<file path="config.mk">
export PLATFORM = sky130hd
export DESIGN_NAME = can_err_status
export DESIGN_NICKNAME = d
export VERILOG_FILES = /design/src/rtl/can_esr_pkg.sv /design/src/rtl/esr_warn_chan.sv /design/src/rtl/esr_sticky_flag.sv /design/src/rtl/esr_bit1_mon.sv /design/src/rtl/can_err_status.sv
export SDC_FILE = /design/constraint.sdc
export NUM_CORES = 1
export LEC_CHECK = 0
export ABC_AREA = 1
export BUFFER_PORTS_ARGS = -buffer_cell sky130_fd_sc_hd__clkbuf_2
export CAP_MARGIN = 5
export CORE_MARGIN = 2
export CORE_UTILIZATION = 26
export DETAILED_ROUTE_END_ITERATION = 8
export PLACE_DENSITY = 0.83
export SLEW_MARGIN = 20
export SYNTH_ARGS = -nofsm -noshare
export SYNTH_HDL_FRONTEND = slang
export SYNTH_SLANG_ARGS = --single-unit
</file>
<file path="constraint.sdc">
create_clock -name clk -period 0.8 [get_ports clk]
set_clock_uncertainty 0.15 [all_clocks]
set_input_delay 0.16 -clock clk [delete_from_list [all_inputs] [get_ports clk]]
set_output_delay 0.16 -clock clk [all_outputs]
set_load 0.005 [all_outputs]
</file>
<file path="src/rtl/can_esr_pkg.sv">
package can_esr_pkg;
  localparam int REG_W    = 32;
  localparam int CNT_W    = 8;
  localparam int WARN_LIM = 96;
  localparam int POS_TXIF = 0;
  localparam int POS_RXIF = 1;
  localparam int POS_TXST = 2;
  localparam int POS_RXST = 3;
  localparam int POS_ERR0 = 4;   // first of the sticky error flags (Bit1)
  localparam int NUM_ERR  = 6;   // Bit1, Bit0, ACK, CRC, form, stuff
  localparam int USED_W   = POS_ERR0 + NUM_ERR;
endpackage

</file>
<file path="src/rtl/esr_warn_chan.sv">
module esr_warn_chan #(
  parameter int CNT_W = 8,
  parameter int LIMIT = 96
) (
  input  logic             clk,
  input  logic             rst_n,
  input  logic [CNT_W-1:0] cnt,
  input  logic             warn_en,
  input  logic             clr,
  input  logic             mask,
  output logic             status,
  output logic             flag,
  output logic             irq
);
  logic prev_q;
  logic flag_q, flag_d;
  logic set_evt;

  always_comb begin
    status  = (32'(cnt) >= LIMIT);
    set_evt = warn_en & status & ~prev_q;
    flag_d  = set_evt | (flag_q & ~clr);
  end

  always_ff @(posedge clk or negedge rst_n) begin
    if (!rst_n) begin
      prev_q <= 1'b0;
      flag_q <= 1'b0;
    end else begin
      prev_q <= status;
      flag_q <= flag_d;
    end
  end

  assign flag = flag_q;
  assign irq  = flag_q & mask;

  assert_flag_rise_R2: assert property (@(posedge clk) disable iff (!rst_n)
    $rose(flag_q) |-> $past(warn_en && status));
  assert_w1c_R3: assert property (@(posedge clk) disable iff (!rst_n)
    (clr && !set_evt) |=> !flag_q);
  assert_hold_R3: assert property (@(posedge clk) disable iff (!rst_n)
    (flag_q && !clr) |=> flag_q);
  assert_set_wins_R9: assert property (@(posedge clk) disable iff (!rst_n)
    set_evt |=> flag_q);
  assert_no_en_R10: assert property (@(posedge clk) disable iff (!rst_n)
    (!warn_en && !flag_q) |=> !flag_q);
endmodule

</file>
<file path="src/rtl/esr_sticky_flag.sv">
module esr_sticky_flag (
  input  logic clk,
  input  logic rst_n,
  input  logic set,
  input  logic clr,
  output logic flag
);
  logic flag_q, flag_d;

  always_comb flag_d = set | (flag_q & ~clr);

  always_ff @(posedge clk or negedge rst_n) begin
    if (!rst_n) flag_q <= 1'b0;
    else        flag_q <= flag_d;
  end

  assign flag = flag_q;

  assert_sticky_set_R8: assert property (@(posedge clk) disable iff (!rst_n)
    set |=> flag_q);
  assert_sticky_clr_R3: assert property (@(posedge clk) disable iff (!rst_n)
    (clr && !set) |=> !flag_q);
endmodule

</file>
<file path="src/rtl/esr_bit1_mon.sv">
module esr_bit1_mon (
  input  logic tx_bit,
  input  logic rx_bit,
  input  logic strobe,
  input  logic in_arb,
  input  logic in_ack,
  input  logic in_pflag,
  output logic bit1_evt
);
  logic mismatch, blocked;

  always_comb begin
    mismatch = tx_bit & ~rx_bit;
    blocked  = in_arb | in_ack | in_pflag;
    bit1_evt = strobe & mismatch & ~blocked;
  end
endmodule

</file>
<file path="src/rtl/can_err_status.sv">
module can_err_status
  import can_esr_pkg::*;
(
  input  logic             clk,
  input  logic             rst_n,
  input  logic [CNT_W-1:0] tx_err_cnt,
  input  logic [CNT_W-1:0] rx_err_cnt,
  input  logic             tx_bit,
  input  logic             rx_bit,
  input  logic             bit_strobe,
  input  logic             in_arbitration,
  input  logic             in_ack_slot,
  input  logic             in_passive_flag,
  input  logic             bit0_err_pulse,
  input  logic             ack_err_pulse,
  input  logic             crc_err_pulse,
  input  logic             form_err_pulse,
  input  logic             stuff_err_pulse,
  input  logic             warn_en,
  input  logic             tx_warn_mask,
  input  logic             rx_warn_mask,
  input  logic             wr_en,
  input  logic [REG_W-1:0] wr_data,
  output logic [REG_W-1:0] rd_data,
  output logic             tx_warn_irq,
  output logic             rx_warn_irq
);
  logic [REG_W-1:0]   clr_vec;
  logic [1:0]         w_status, w_flag, w_irq, w_mask;
  logic [CNT_W-1:0]   w_cnt [2];
  logic [NUM_ERR-1:0] err_set, err_flag;
  logic               bit1_evt;
  logic               unused_wr_hi;

  assign clr_vec      = wr_en ? wr_data : '0;
  assign unused_wr_hi = ^wr_data[REG_W-1:USED_W] ^ ^wr_data[POS_RXST:POS_TXST];
  assign w_cnt[0]     = tx_err_cnt;
  assign w_cnt[1]     = rx_err_cnt;
  assign w_mask       = {rx_warn_mask, tx_warn_mask};

  for (genvar c = 0; c < 2; c++) begin : g_warn
    esr_warn_chan #(.CNT_W(CNT_W), .LIMIT(WARN_LIM)) u_chan (
      .clk     (clk),
      .rst_n   (rst_n),
      .cnt     (w_cnt[c]),
      .warn_en (warn_en),
      .clr     (clr_vec[POS_TXIF + c]),
      .mask    (w_mask[c]),
      .status  (w_status[c]),
      .flag    (w_flag[c]),
      .irq     (w_irq[c])
    );
  end

  esr_bit1_mon u_bit1 (
    .tx_bit   (tx_bit),
    .rx_bit   (rx_bit),
    .strobe   (bit_strobe),
    .in_arb   (in_arbitration),
    .in_ack   (in_ack_slot),
    .in_pflag (in_passive_flag),
    .bit1_evt (bit1_evt)
  );

  assign err_set = {stuff_err_pulse, form_err_pulse, crc_err_pulse,
                    ack_err_pulse, bit0_err_pulse, bit1_evt};

  for (genvar e = 0; e < NUM_ERR; e++) begin : g_err
    esr_sticky_flag u_flag (
      .clk   (clk),
      .rst_n (rst_n),
      .set   (err_set[e]),
      .clr   (clr_vec[POS_ERR0 + e]),
      .flag  (err_flag[e])
    );
  end

  always_comb begin
    rd_data                   = '0;
    rd_data[POS_TXIF]         = w_flag[0];
    rd_data[POS_RXIF]         = w_flag[1];
    rd_data[POS_TXST]         = w_status[0];
    rd_data[POS_RXST]         = w_status[1];
    rd_data[POS_ERR0 +: NUM_ERR] = err_flag;
  end

  assign tx_warn_irq = w_irq[0];
  assign rx_warn_irq = w_irq[1];

  assert_bit1_gate_R6: assert property (@(posedge clk) disable iff (!rst_n)
    (bit_strobe && (in_arbitration || in_ack_slot || in_passive_flag)
     && !rd_data[POS_ERR0] && !clr_vec[POS_ERR0]) |=> !rd_data[POS_ERR0]);
  assert_bit1_set_R5: assert property (@(posedge clk) disable iff (!rst_n)
    $rose(rd_data[POS_ERR0]) |-> $past(bit_strobe && tx_bit && !rx_bit));
  assert_irq_flag_R4: assert property (@(posedge clk) disable iff (!rst_n)
    tx_warn_irq |-> tx_warn_mask);
endmodule

</file>
==> results_dict.tcl <==
set metrics [dict create \
    slew_violations 0 \
    layout_commonest_cell "clkbuf_2" \
    antenna_left 0 \
    ctsRootBufferMaster "clkbuf_4" \
    drive_above_1_share_pct 48.0 \
    switching_share_pct 25.3 \
    initial_core_util_pct 27.2 \
    viasPerCell 3.63 \
    diodes 0 \
    htreeDepth 1 \
    globalplace.congestion 0.640 \
    crit_required_ns 0.49 \
    synth_xor_area_share_pct 0 \
    worstPathCellList "nand2_1 > inv_1 > clkbuf_2" \
    yosys.area.top_type_share_pct 37.1 \
    crit_buf_inv 2 \
    totalWireLength_mm 1.27 \
    synthTopCellsByArea "dfrtp_1 (37%), buf_4 (36%), nand2_1 (11%), a21o_1 (5.6%), inv_1 (4.5%)" \
    grt_pass1_wl_mm 1.70 \
    hold_class "in2reg" \
    status "finished, violations left" \
    rsz0062_at_grt "yes" \
    avgSynthCellArea_sq_um 8.13 \
    crit_path_top_delay_cell "dfrtp_1" \
    antenna_found_initial 0 \
    ys_types 9 \
    violations "negative hold slack, negative setup slack" \
    die-area_sq_um 3020 \
    p_leak_nw 0.551 \
    slowest_delay_ns 0.39 \
    yosysSeqAreaShare_pct 37.1 \
    clkTransAtPathRegs_ns 0.07 \
    cts_max_path_buffers 2 \
    synth_fa_ha_area_share_pct 0 \
    ys_warn_count 0 \
    first_pass_iters 2 \
    drt_iter0_drc 1 \
    fin_area_sq_um 888 \
    std_cell_rows 18 \
    cts_sinks 10 \
    vias 556 \
    start_kind "flip-flop" \
    vdd_drop_max_mv 0.864 \
    cts_buffers 3 \
    portBuffers 42 \
    overflow 0 \
    final.setup.worst_slack_ns -0.358 \
    area_growth_pct 31.7 \
    die_x_um 54.9 \
    power_frac_seq_pct 43.5 \
    placed_area_sq_um 749 \
    grt_max_degree 11 \
    yosysTopAreaCell "dfrtp_1" \
    intPower_w 0.000974 \
    end_kind "output port" \
    period_minus_slack_ns 1.16 \
    ys_ff_latch 10 \
    grt_pass1_vias 462 \
    wl_per_cell_um 8.27 \
    drc_errors 0 \
    layout.nets 189 \
    io_pins 99 \
    powerDensity_nw_per_um2 1470 \
    finalCritPeriodShare_pct 145 \
    place_worst_setup_slack_ns -0.0844 \
    setup_viol 13 \
    worstPathMaxFanout 3 \
    p_switching_w 0.000330 \
    finalHoldViolCount 9 \
    fmax_mhz 863 \
    cp_top_family "flip-flops" \
    die-height_um 54.9 \
    critical_path_class "reg2out" \
    total_power_w 0.00130 \
    setup_total_negative_slack_ns -3.13 \
    pwr-share-clk_pct 35.0 \
    final_util_pct 35.9 \
    synth.area.mux_share_pct 0 \
    core-area_sq_um 2480 \
    synthesis.area_sq_um 674 \
    clk_latency_ns 0.26 \
    cap_violations 0 \
    pwr-share-comb_pct 21.5 \
    fill_cells 274 \
    holdBufCountCts 1 \
    whs_ns -0.0786 \
    cp.arrival_ns 0.85 \
    yosys.area_share.simple_pct 15.0 \
    final_cell_mix "clkbuf_2 (37), conb_1 (22), nand2_1 (15), dfrtp_1 (10), inv_1 (7)" \
    dp_hpwl_um 993 \
    syn_inst 83 \
    grt.total_usage_pct 8.45 \
    cts_tree "built" \
    synth_compound_area_share_pct 5.57 \
    synth_top_family_by_area "buffers and inverters" \
]
worst reg2reg max path, stage by stage (launching register included):
cell	delay, ns
dfrtp_1	0.38
buf_4	0.13
a21o_1	0.14
repair_timing:
item | CTS | global route
resized for setup | 1 | 14
endpoints found under the hold margin | 20 | 8
endpoints found under the setup margin | 16 | 20
pin swaps | 7 | 7
setup buffers | 1 | 4
flip-flops by register name, indices dropped and copies added, names as in the netlist:
| register | cells |
|---|---|
| g_err.u_flag.flag | 6 |
| g_warn.u_chan.flag | 2 |
| g_warn.u_chan.prev_q | 2 |
cell type report:
type	count	area (sq um)	share of cell area [%]
inverter	8	30.0	3.38
timing repair buffer	48	290	32.7
multi-input combinational	53	244	27.5
sequential	10	250	28.2
clock buffer	4	36.3	4.08
tap	30	37.5	4.23
synth_stat cells:
master and count:
inv_1 8, nor2_1 3, conb_1 1, a21o_1 5, buf_4 32, nand3_1 3
dfrtp_1 10, buf_6 1, nand2_1 20
power groups by stage:
stage | Sequential [W] | Combinational (W) | Clock, W
4_1_cts | 0.000566 | 0.000242 | 0.000490
2_1_floorplan | 0.000574 | 0.000238 | 0
3_5_place_dp | 0.000576 | 0.000231 | 0
3_3_place_gp | 0.000574 | 0.000224 | 0
5_1_grt | 0.000572 | 0.000333 | 0.000504
6_report | 0.000567 | 0.000281 | 0.000456
logic make-up after synthesis:
logic type,after synthesis
other,1
buffers and inverters,41
AO/OA/AOI/OAI,5
flip-flops,10
AND/OR/NAND/NOR,26
worst paths after layout:
path,slack [ns],cells after the start,start,to
hold / removal,-0.08,2,bit0_err_pulse,g_err[1].u_flag.flag
hold reg to reg,0.32,1,g_err[5].u_flag.flag,g_err[5].u_flag.flag
setup reg to reg,-0.11,2,g_err[2].u_flag.flag,g_err[2].u_flag.flag
max in group asynchronous,0.14,2,rst_n,g_err[4].u_flag.flag
setup / recovery,-0.36,3,g_warn[0].u_chan.flag,tx_warn_irq
min in group asynchronous,0.15,2,rst_n,g_err[0].u_flag.flag
metrics by stage:
stage	cells	hold slack, ns
3_5_place_dp	143	-0.100
3_3_place_gp	143	-0.108
2_1_floorplan	104	-0.286
6_report	153	-0.0786
4_1_cts	149	-0.0950
5_1_grt	153	-0.0883
metal layers:
layer | global-route usage, % | vias up | share of wire, %
met2 | 17.5 | 38 | 54
met3 | 4.84 | 0 | 12
li1 | - | 274 | -
met5 | 0 | - | 0
met4 | 1.22 | 0 | 0
met1 | 6.77 | 244 | 34
Note: power is estimated with default switching activity, not from simulation.
